**src/rtl/dma_bank_pkg.sv**
```systemverilog
package dma_bank_pkg;
  // Register byte offsets
  localparam int unsigned OFS_EN_SET  = 32'h28;
  localparam int unsigned OFS_EN_CLR  = 32'h2C;
  localparam int unsigned OFS_ALT_SET = 32'h30;
  localparam int unsigned OFS_ALT_CLR = 32'h34;

  // Read source select
  typedef enum logic [1:0] {
    RSEL_ZERO = 2'd0,
    RSEL_EN   = 2'd1,
    RSEL_ALT  = 2'd2
  } rsel_e;
endpackage

```
**src/rtl/dma_bank_decode.sv**
```systemverilog
module dma_bank_decode
  import dma_bank_pkg::*;
#(
  parameter int ADDR_W = 8
) (
  input  logic [ADDR_W-1:0] addr,
  input  logic              wr,
  output logic              wr_en_set,
  output logic              wr_en_clr,
  output logic              wr_alt_set,
  output logic              wr_alt_clr,
  output rsel_e             rsel
);
  logic hit_en_set, hit_en_clr, hit_alt_set, hit_alt_clr;

  always_comb begin
    hit_en_set  = (addr == ADDR_W'(OFS_EN_SET));
    hit_en_clr  = (addr == ADDR_W'(OFS_EN_CLR));
    hit_alt_set = (addr == ADDR_W'(OFS_ALT_SET));
    hit_alt_clr = (addr == ADDR_W'(OFS_ALT_CLR));

    wr_en_set  = wr & hit_en_set;
    wr_en_clr  = wr & hit_en_clr;
    wr_alt_set = wr & hit_alt_set;
    wr_alt_clr = wr & hit_alt_clr;

    // Only the two set offsets return data; clear offsets are write-only
    if (hit_en_set)       rsel = RSEL_EN;
    else if (hit_alt_set) rsel = RSEL_ALT;
    else                  rsel = RSEL_ZERO;
  end
endmodule

```
**src/rtl/dma_setclr_vec.sv**
```systemverilog
module dma_setclr_vec #(
  parameter int W = 32
) (
  input  logic         clk,
  input  logic         rst_n,
  input  logic [W-1:0] set_i,
  input  logic [W-1:0] clr_i,
  output logic [W-1:0] q_o
);
  logic [W-1:0] q_q, q_d;
  logic         upd;

  // Clear dominates set on the same bit
  always_comb begin
    q_d = (q_q | set_i) & ~clr_i;
    upd = |(set_i | clr_i);
  end

  always_ff @(posedge clk or negedge rst_n) begin
    if (!rst_n)   q_q <= '0;
    else if (upd) q_q <= q_d;
  end

  assign q_o = q_q;
endmodule

```
**src/rtl/dma_bank_rdmux.sv**
```systemverilog
module dma_bank_rdmux
  import dma_bank_pkg::*;
#(
  parameter int NUM_CH = 32,
  parameter int DATA_W = 32
) (
  input  logic              clk,
  input  logic              rst_n,
  input  logic              rd,
  input  rsel_e             rsel,
  input  logic [NUM_CH-1:0] en_vec,
  input  logic [NUM_CH-1:0] alt_vec,
  output logic [DATA_W-1:0] rdata
);
  logic [DATA_W-1:0] rdata_q, rdata_d;

  always_comb begin
    rdata_d = '0;
    case (rsel)
      RSEL_EN:  rdata_d[NUM_CH-1:0] = en_vec;
      RSEL_ALT: rdata_d[NUM_CH-1:0] = alt_vec;
      default:  rdata_d = '0;
    endcase
  end

  always_ff @(posedge clk or negedge rst_n) begin
    if (!rst_n)  rdata_q <= '0;
    else if (rd) rdata_q <= rdata_d;
  end

  assign rdata = rdata_q;
endmodule

```
**src/rtl/dma_chan_ctl_bank.sv**
```systemverilog
module dma_chan_ctl_bank
  import dma_bank_pkg::*;
#(
  parameter int NUM_CH = 32,
  parameter int DATA_W = 32,
  parameter int ADDR_W = 8
) (
  input  logic              clk,
  input  logic              rst_n,
  input  logic [ADDR_W-1:0] bus_addr,
  input  logic              bus_wr,
  input  logic [DATA_W-1:0] bus_wdata,
  input  logic              bus_rd,
  output logic [DATA_W-1:0] bus_rdata,
  input  logic [NUM_CH-1:0] hw_done,
  input  logic [NUM_CH-1:0] hw_to_alt,
  input  logic [NUM_CH-1:0] hw_to_pri,
  output logic [NUM_CH-1:0] ch_enable,
  output logic [NUM_CH-1:0] ch_use_alt
);
  logic              wr_en_set, wr_en_clr, wr_alt_set, wr_alt_clr;
  rsel_e             rsel;
  logic [NUM_CH-1:0] wbits;
  logic [NUM_CH-1:0] en_set, en_clr, alt_set, alt_clr;

  dma_bank_decode #(.ADDR_W(ADDR_W)) u_dec (
    .addr       (bus_addr),
    .wr         (bus_wr),
    .wr_en_set  (wr_en_set),
    .wr_en_clr  (wr_en_clr),
    .wr_alt_set (wr_alt_set),
    .wr_alt_clr (wr_alt_clr),
    .rsel       (rsel)
  );

  // Merge software strobes with hardware events
  always_comb begin
    wbits   = bus_wdata[NUM_CH-1:0];
    en_set  = {NUM_CH{wr_en_set}}  & wbits;
    en_clr  = ({NUM_CH{wr_en_clr}}  & wbits) | hw_done;
    alt_set = ({NUM_CH{wr_alt_set}} & wbits) | hw_to_alt;
    alt_clr = ({NUM_CH{wr_alt_clr}} & wbits) | hw_to_pri;
  end

  dma_setclr_vec #(.W(NUM_CH)) u_en_vec (
    .clk   (clk),
    .rst_n (rst_n),
    .set_i (en_set),
    .clr_i (en_clr),
    .q_o   (ch_enable)
  );

  dma_setclr_vec #(.W(NUM_CH)) u_alt_vec (
    .clk   (clk),
    .rst_n (rst_n),
    .set_i (alt_set),
    .clr_i (alt_clr),
    .q_o   (ch_use_alt)
  );

  dma_bank_rdmux #(.NUM_CH(NUM_CH), .DATA_W(DATA_W)) u_rd (
    .clk     (clk),
    .rst_n   (rst_n),
    .rd      (bus_rd),
    .rsel    (rsel),
    .en_vec  (ch_enable),
    .alt_vec (ch_use_alt),
    .rdata   (bus_rdata)
  );
endmodule

```
**config.mk**
```make
export PLATFORM = sky130hd
export DESIGN_NAME = dma_chan_ctl_bank
export DESIGN_NICKNAME = d
export VERILOG_FILES = /design/src/rtl/dma_bank_pkg.sv /design/src/rtl/dma_bank_decode.sv /design/src/rtl/dma_setclr_vec.sv /design/src/rtl/dma_bank_rdmux.sv /design/src/rtl/dma_chan_ctl_bank.sv
export SDC_FILE = /design/constraint.sdc
export NUM_CORES = 1
export LEC_CHECK = 0
export ABC_AREA = 1
export BUFFER_PORTS_ARGS = -buffer_cell sky130_fd_sc_hd__buf_2
export CAP_MARGIN = 20
export CORE_AREA = 2 2 151 116
export CTS_CLUSTER_DIAMETER = 40
export DETAILED_ROUTE_END_ITERATION = 10
export DIE_AREA = 0 0 153 118
export GPL_TIMING_DRIVEN = 0
export SLEW_MARGIN = 20
export SYNTH_ARGS = -nofsm -noshare
export SYNTH_HDL_FRONTEND = slang
export SYNTH_SLANG_ARGS = --single-unit
```
**constraint.sdc**
```tcl
create_clock -name clk -period 1.05 [get_ports clk]
set_clock_uncertainty 0.05 [all_clocks]
set_input_delay 0.105 -clock clk [delete_from_list [all_inputs] [get_ports clk]]
set_output_delay 0.105 -clock clk [all_outputs]
set_load 0.1 [all_outputs]
```
==> run_results.csv, run 1 <==
group,metric,value,unit
route,wirelength,24430,um
clock_tree,cts_max_path_buffers,2,
timing,setup_tns,-7.811,ns
route,vias,7118,
die,start_util,34.42,%
critical_path,critPathCaptureType,"output pin",
die,die-area,18050,sq um
die,io_pins,236,
critical_path,critPathBufInv,1,
cells_and_area,nNetsFinal,1449,
place,dpl.hpwl,14330,um
clock_tree,insertion_delay,0.35,ns
timing,hold_violations,0,
synth,synth_cell_types,14,
grt,first_global_vias,6799,
route,viasPerCell,4.655,
timing,post-route-min-period,1.194,ns
route,drtPass1Iterations,5,
synth,synth-xor-area-share,0,%
clock_tree,cts_buffers,9,
critical_path,cp.required,0.89,ns
synth,synth_warnings,0,
die,core_area,16570,sq um
route,drtIter0Drc,403,
synth,synth_top_area_share,42.12,%
timing,grt_setup_unrepaired,"true",
synth,synth_fa_ha_area_share,0,%
timing,maxSlewHeadroom,61.63,%
grt,antenna_found_initial,1,
power_and_ir_drop,power_density,855.1,nW/um^2
power_and_ir_drop,power.leakage,6.072,nW
power_and_ir_drop,p_total,9.562,mW
synth,synth_compound_area_share,0,%
cells_and_area,syn2layout_area_growth,96.07,%
synth,syn_inst,898,
run_status,violations,"negative setup slack",
place,numPortBuffers,233,
flow_run,cap_violations,0,
synth,yosysTopAreaCell,"dfrtp_1",
synth,yosys.area_share.simple,39.16,%
worst_hold_path,min-delay-path-class,"primary input to flip-flop",
cells_and_area,layout_commonest_cell,"nand2_1",
cells_and_area,final_cell_mix,"nand2_1 (261), inv_1 (231), nand3_1 (143)",
die,num_rows,41,
timing,period_share,113.7,%
die,die_x,153,um
synth,synth_seq_cells,96,
critical_path,path_cells,"buf_12",
critical_path,max_stage_delay,0.51,ns
clock_tree,clock_sinks,96,
synth,syn_area_per_cell,6.351,sq um
route,wl_per_cell,15.98,um
synth,ys_top_cells_by_area,"dfrtp_1 (42%), nand2_1 (17%), inv_1 (15%), nand3_1 (14%), nor2_1 (6.5%)",
timing,slew_violations,0,
critical_path,critPathKind,"flip-flop to output pin",
grt,grt_max_degree,51,
cells_and_area,postLayoutCoreUtil,67.48,%
run_status,status,"finished, violations left",
timing,fmax,837.9,MHz
synth,syn_area,5703,sq um
power_and_ir_drop,ir_drop,0.7089,mV
place,place.gp.congestion,0.8519,
place,dp_cells,1347,
critical_path,crit_arrival,1.04,ns
timing,setup_ws,-0.1435,ns
timing,finalSetupViolations,104,
timing,worst_slew_pin_slew,0.5756,ns
critical_path,crit_slowest_cell,"dfrtp_4",
cells_and_area,drive_gt1_share,39.80,%
critical_path,start_kind,"flip-flop",
cells_and_area,stdcell_count,1529,
clock_tree,clk_pin_slew,0.07,ns
synth,synthMuxAreaShare,0,%
clock_tree,cts_tree,"done",
die,fp.dieH,118,um
route,route.detailed.drc,0,
critical_path,cp_max_fo,2,
synth,seq_area_frac_synth,42.12,%
clock_tree,root_buffer,"clkbuf_16",
grt,track_usage,25.25,%
grt,gr-total-overflow,0,
synth,syn-num-nets,1038,
synth,synth_top_family_by_area,"simple AND/OR/NAND/NOR gates",
clock_tree,ctsHtreeMaxLevel,3,
route,ant_nets,0,
grt,grt_first_pass_wirelength,35830,um
critical_path,crit_family,"flip-flops",
cells_and_area,n_antenna_cell,0,
[cell usage after synthesis]
cell      count
nor2_1       99
nand3_1     160
nand2_1     265
clkbuf_1     11
buf_2        19
nor2_2        1
buf_1         2
nor2_4        3
dfrtp_1      96
inv_1       233
nor3_4        1
inv_2         1
nand3_2       1
buf_4         6
[state kept, by name, indices dropped and copies added, names as in the netlist]
| signal | cells |
|---|---|
| u_rd.rdata | 32 |
| u_en_vec.q_o | 32 |
| u_alt_vec.q_o | 32 |
[metal layers]
layer  track usage (%)  up-vias  wire (um)
met5                 0        -         11
met1             32.24     3344      10060
li1                  -     3429          -
met2             43.41      307      12120
met4             6.539        2        418
met3             5.523       36       1822
[power breakdown]
part	internal [mW]	switching [mW]	total (mW)	leakage [nW]
Clock	1.67	1.45	3.12	0.130
Sequential	3.80	0.111	3.91	1.14
Combinational	1.05	1.48	2.53	4.81
[cell families (layout without fill, tap and decap cells)]
logic type,Yosys count,after routing
flip-flops,96,96
buffers and inverters,272,688
AND/OR/NAND/NOR,530,530
[repair_timing]
action                                  in CTS  in global routing
pin swaps                                    1                 52
hold buffers                                81                  0
hold endpoints to repair                   103                  0
buffers inserted                            62                 21
endpoints found under the setup margin     185                214
cloned                                       0                  5
gates resized for setup                    370                165
[metrics by stage]
stage / setup slack (ns) / hold WS [ns] / instance area (sq um)
floorplan: -0.03155 / -0.2406 / 5922
global placement: -1.633 / 0.2882 / 7357
detailed placement: -0.5344 / 0.02679 / 7391
CTS: -0.1516 / 0.0001437 / 10290
global route: -0.1635 / 0.02299 / 11180
finish: -0.1435 / 0.007139 / 11180
[worst register-to-register path, stage by stage (launching register included)]
cell     delay (ns)
dfrtp_4        0.50
buf_4          0.15
nand3_1        0.08
nand2_1        0.06
nand2_1        0.06
nand2_1        0.06
[layout make-up]
type | instances | area, sq um
Buffer | 37 | 299.0
Clock buffer | 13 | 250.2
Fill cell | 1288 | 5388
Clock inverter | 3 | 17.52
Timing Repair Buffer | 401 | 4322
Tap cell | 215 | 269.0
Sequential cell | 96 | 2600
Inverter | 234 | 878.3
Multi-Input combinational cell | 530 | 2546
[final timing paths]
check	start	endpoint	slack, ns	cells after the start
min reg2reg	u_rd.rdata[29]	u_rd.rdata[29]	0.45	2
max	u_en_vec.q_o[2]	ch_enable[2]	-0.14	1
max reg2reg	u_en_vec.q_o[22]	u_rd.rdata[22]	-0.02	5
max in group asynchronous	rst_n	u_en_vec.q_o[8]	0.08	3
min in group asynchronous	rst_n	u_rd.rdata[26]	0.24	2
min	bus_wdata[7]	u_en_vec.q_o[7]	0.007	4
Note: power is estimated with default switching activity, not from simulation.
==> run 2: changes to the inputs <==
CORE_AREA = 2 2 120 145   (was 2 2 151 116)
DIE_AREA = 0 0 122 147   (was 0 0 153 118)
SKIP_CTS_REPAIR_TIMING = 1   (was default)
==> run_results.csv, run 2 (synthesis gave the netlist of run 1 again) <==
group,metric,value,unit
critical_path,r2r-start,"u_en_vec.q_o[19]",
grt,gr-total-overflow,0,
power_and_ir_drop,clkPwrFrac,36.9,%
critical_path,crit_family,"flip-flops",
die,io_pins,236,
grt,track_usage,21.84,%
timing,setup_ws,-0.1448,ns
run_status,status,"finished, violations left",
route,ant_nets,0,
timing,maxSlewHeadroom,58.10,%
critical_path,path_cells,"buf_12",
power_and_ir_drop,p_seq_share,40.4,%
place,dpl_worst_slack,-0.6679,ns
die,die-area,17930,sq um
clock_tree,cts_max_path_buffers,2,
critical_path,max_stage_delay,0.51,ns
cells_and_area,stdcell_count,1433,
timing,fmax,837.0,MHz
clock_tree,cts_tree,"done",
power_and_ir_drop,comb_power_share,22.7,%
cells_and_area,syn2layout_area_growth,77.67,%
critical_path,cp_max_fo,3,
place,numPortBuffers,233,
timing,worst_slew_pin_slew,0.6285,ns
power_and_ir_drop,switching_share,30.81,%
die,start_util,34.37,%
place,dp_cells,1348,
grt,grt_first_pass_wirelength,29850,um
cells_and_area,nNetsFinal,1353,
die,core_area,16590,sq um
critical_path,crit_slowest_cell,"dfrtp_4",
cells_and_area,seq_area,2600,sq um
critical_path,crit_arrival,1.04,ns
critical_path,critPathCaptureType,"output pin",
clock_tree,root_buffer,"clkbuf_16",
critical_path,r2r_cells,5,
critical_path,reg2reg_to,"u_rd.rdata[19]",
worst_hold_path,min-delay-path-class,"primary input to async pin",
route,drtIter0Drc,337,
die,fp.dieH,147,um
run_status,violations,"negative hold slack, negative setup slack",
route,wl_per_cell,15.33,um
cells_and_area,final_cell_mix,"nand2_1 (259), inv_1 (230), nand3_1 (151)",
grt,grt_max_degree,51,
cells_and_area,postLayoutCoreUtil,61.07,%
route,drtPass1Iterations,5,
critical_path,cp.depth,1,
power_and_ir_drop,power.leakage,5.585,nW
timing,hold_slack,-0.3626,ns
critical_path,cp.required,0.89,ns
route,viasPerCell,4.618,
route,vias,6617,
critical_path,setup.worst_path.start,"u_en_vec.q_o[28]",
route,wirelength,21970,um
timing,slew_violations,0,
clock_tree,ctsHtreeMaxLevel,3,
timing,period_share,113.8,%
critical_path,critPathKind,"flip-flop to output pin",
power_and_ir_drop,power_density,958.4,nW/um^2
grt,antenna_found_initial,0,
critical_path,critPathBufInv,1,
cells_and_area,fillers,1466,
cells_and_area,multi_input_area,2427,sq um
critical_path,start_kind,"flip-flop",
critical_path,crit_end,"ch_enable[28]",
flow_run,cap_violations,0,
clock_tree,clock_sinks,96,
clock_tree,clk_pin_slew,0.07,ns
timing,finalSetupViolations,101,
power_and_ir_drop,ir_drop,0.6865,mV
timing,hold_violations,67,
die,num_rows,52,
power_and_ir_drop,p_switching,2.992,mW
timing,post-route-min-period,1.195,ns
cells_and_area,layout_commonest_cell,"nand2_1",
grt,first_global_vias,5691,
place,dpl.hpwl,14000,um
cells_and_area,drive_gt1_share,37.55,%
clock_tree,cts_buffers,9,
route,route.detailed.drc,0,
power_and_ir_drop,p_int,6.718,mW
clock_tree,insertion_delay,0.35,ns
die,die_x,122,um
critical_path,regToRegSetupSlack,0,ns
place,place.gp.congestion,0.8192,
timing,grt_setup_unrepaired,"true",
cells_and_area,n_antenna_cell,0,
[run 2: cell type report]
class | instances | area share, %
clock inverter | 5 | 0.8150
buffer | 38 | 3.038
timing repair buffer | 303 | 32.93
sequential | 96 | 25.66
clock buffer | 10 | 2.260
tap | 216 | 2.667
inverter | 234 | 8.669
multi-input combinational | 531 | 23.96
[run 2: routing by layer]
layer / global-route usage [%] / up-vias / wire length (um)
li1: - / 3230 / -
met1: 28.37 / 3111 / 8620
met2: 37.26 / 242 / 11460
met3: 3.766 / 34 / 1409
met4: 6.034 / 0 / 484
met5: 0 / - / 0
[run 2: metrics by stage]
stage	area, sq um	power [mW]	TNS, ns
floorplan	5922	5.018	-0.03155
finish	10130	9.711	-8.457
global route	10130	10.10	-11.75
global placement	7358	5.654	-196.28
detailed placement	7392	5.676	-46.54
CTS	7704	9.254	-39.32
[run 2: power groups by stage]
| stage | combinational, mW | sequential, mW | clock, mW |
|---|---|---|---|
| 3_3_place_gp | 1.70 | 3.95 | 0 |
| 2_1_floorplan | 0.433 | 4.59 | 0 |
| 3_5_place_dp | 1.72 | 3.95 | 0 |
| 6_report | 2.21 | 3.93 | 3.58 |
| 4_1_cts | 1.73 | 3.87 | 3.65 |
| 5_1_grt | 2.36 | 3.93 | 3.80 |
[run 2: how the worst min path moves through the flow]
| stage | end | slack [ns] | cells after the start |
|---|---|---|---|
| 2_1_floorplan | u_alt_vec.q_o[0] | -0.24 | 0 |
| 3_3_place_gp | u_en_vec.q_o[7] | 0.29 | 4 |
| 3_5_place_dp | u_en_vec.q_o[31] | 0.03 | 1 |
| 4_1_cts | u_en_vec.q_o[31] | -0.35 | 1 |
| 5_1_grt | u_en_vec.q_o[31] | -0.34 | 1 |
| 6_report | u_en_vec.q_o[31] | -0.36 | 1 |
==> run 3: changes to the inputs <==
PLACE_DENSITY = 0.66   (was default)
SKIP_LAST_GASP = 1   (was default)
==> run_results.csv, run 3 (synthesis gave the netlist of run 1 again) <==
group,metric,value,unit
critical_path,cp_max_fo,3,
cells_and_area,drive_gt1_share,34.62,%
grt,track_usage,21.79,%
cells_and_area,nNetsFinal,1348,
timing,fmax,837.8,MHz
timing,grt_setup_unrepaired,"true",
die,fp.dieH,147,um
clock_tree,cts_max_path_buffers,2,
route,vias,6513,
die,die_x,122,um
timing,maxSlewHeadroom,58.20,%
grt,grt_first_pass_wirelength,29950,um
place,place.gp.congestion,0.8497,
power_and_ir_drop,ir_drop,0.6501,mV
critical_path,critPathCaptureType,"output pin",
grt,gr-total-overflow,0,
cells_and_area,fillers,1478,
power_and_ir_drop,p_seq_share,38.9,%
critical_path,cp.required,0.89,ns
cells_and_area,layout_commonest_cell,"nand2_1",
die,start_util,34.37,%
worst_hold_path,min-delay-path-class,"primary input to flip-flop",
die,die-area,17930,sq um
cells_and_area,final_cell_mix,"nand2_1 (264), inv_1 (232), nand3_1 (158)",
clock_tree,clock_sinks,96,
clock_tree,cts_buffers,9,
route,route.detailed.drc,0,
die,io_pins,236,
route,wirelength,21420,um
route,ant_nets,0,
cells_and_area,syn2layout_area_growth,73.63,%
power_and_ir_drop,comb_power_share,22.0,%
critical_path,crit_family,"flip-flops",
power_and_ir_drop,power_density,1017,nW/um^2
flow_run,cap_violations,0,
power_and_ir_drop,power.leakage,5.561,nW
route,drtPass1Iterations,6,
clock_tree,clk_pin_slew,0.08,ns
run_status,violations,"negative hold slack, negative setup slack",
timing,finalSetupViolations,96,
place,numPortBuffers,233,
timing,period_share,113.7,%
clock_tree,cts_tree,"done",
cells_and_area,design_area,9902,sq um
timing,setup_ws,-0.1436,ns
critical_path,max_stage_delay,0.50,ns
power_and_ir_drop,p_total,10.08,mW
timing,hold_violations,9,
power_and_ir_drop,p_int,7.065,mW
timing,post-route-min-period,1.194,ns
timing,worst_slew_pin_slew,0.6271,ns
critical_path,crit_arrival,1.04,ns
critical_path,critPathBufInv,1,
timing,hold_slack,-0.01489,ns
power_and_ir_drop,switching_share,29.88,%
critical_path,start_kind,"flip-flop",
grt,first_global_vias,5670,
timing,slew_violations,0,
die,num_rows,52,
place,place_area,7392,sq um
route,wl_per_cell,14.98,um
clock_tree,insertion_delay,0.35,ns
run_status,status,"finished, violations left",
critical_path,crit_slowest_cell,"dfrtp_4",
critical_path,critPathKind,"flip-flop to output pin",
power_and_ir_drop,clkPwrFrac,39.2,%
route,viasPerCell,4.555,
grt,grt_max_degree,61,
clock_tree,ctsHtreeMaxLevel,3,
clock_tree,root_buffer,"clkbuf_16",
grt,antenna_found_initial,2,
die,core_area,16590,sq um
power_and_ir_drop,p_switching,3.010,mW
critical_path,path_cells,"buf_8",
place,dpl.hpwl,14170,um
route,drtIter0Drc,283,
critical_path,regToRegSetupSlack,0.02,ns
-- run 3: power groups by stage --
stage	Combinational, mW	Sequential (mW)	Clock [mW]
final	2.21	3.92	3.94
after global routing	2.37	3.93	4.21
after CTS	1.73	3.87	4.04
after detailed placement	1.72	3.95	0
after global placement	1.70	3.95	0
after floorplan	0.433	4.59	0
-- run 3: layer usage --
metal  global-route usage (%)  vias to the layer above  wire (um)
met1                    27.32                     2982       8360
met3                    4.969                       43       1483
met2                    36.96                      252      10940
met5                        0                        -         13
li1                         -                     3234          -
met4                    6.954                        2        618
-- run 3: layout make-up --
cell class | count | area (sq um) | share of cell area (%)
Sequential cell | 96 | 2600 | 26.26
Clock inverter | 6 | 115.1 | 1.162
Inverter | 234 | 878.3 | 8.870
Buffer | 37 | 296.5 | 2.995
Clock buffer | 10 | 239.0 | 2.413
Multi-Input combinational cell | 530 | 2266 | 22.88
Timing Repair Buffer | 300 | 3234 | 32.66
Tap cell | 216 | 270.3 | 2.729
Antenna cell | 1 | 2.502 | 0.02527
-- run 3: worst paths after layout --
| check | from | cells after the start | end |
|---|---|---|---|
| worst min-delay path | hw_to_alt[31] | 5 | u_alt_vec.q_o[31] |
| worst min register to register | u_rd.rdata[11] | 2 | u_rd.rdata[11] |
| worst max-delay path | u_en_vec.q_o[31] | 1 | ch_enable[31] |
| max in group asynchronous | rst_n | 3 | u_en_vec.q_o[14] |
| worst max register to register | u_en_vec.q_o[6] | 5 | u_rd.rdata[6] |
| min in group asynchronous | rst_n | 2 | u_rd.rdata[10] |
-- run 3: metrics by stage --
stage | utilization, % | cells | worst slack, ns | TNS (ns)
detailed placement | 44.56 | 1348 | -0.5691 | -42.59
CTS | 46.69 | 1364 | -0.3370 | -35.18
global route | 59.68 | 1430 | -0.1751 | -10.87
floorplan | - | 898 | -0.03155 | -0.03155
finish | 59.68 | 1430 | -0.1436 | -7.635
global placement | 44.35 | 1347 | -1.664 | -191.30
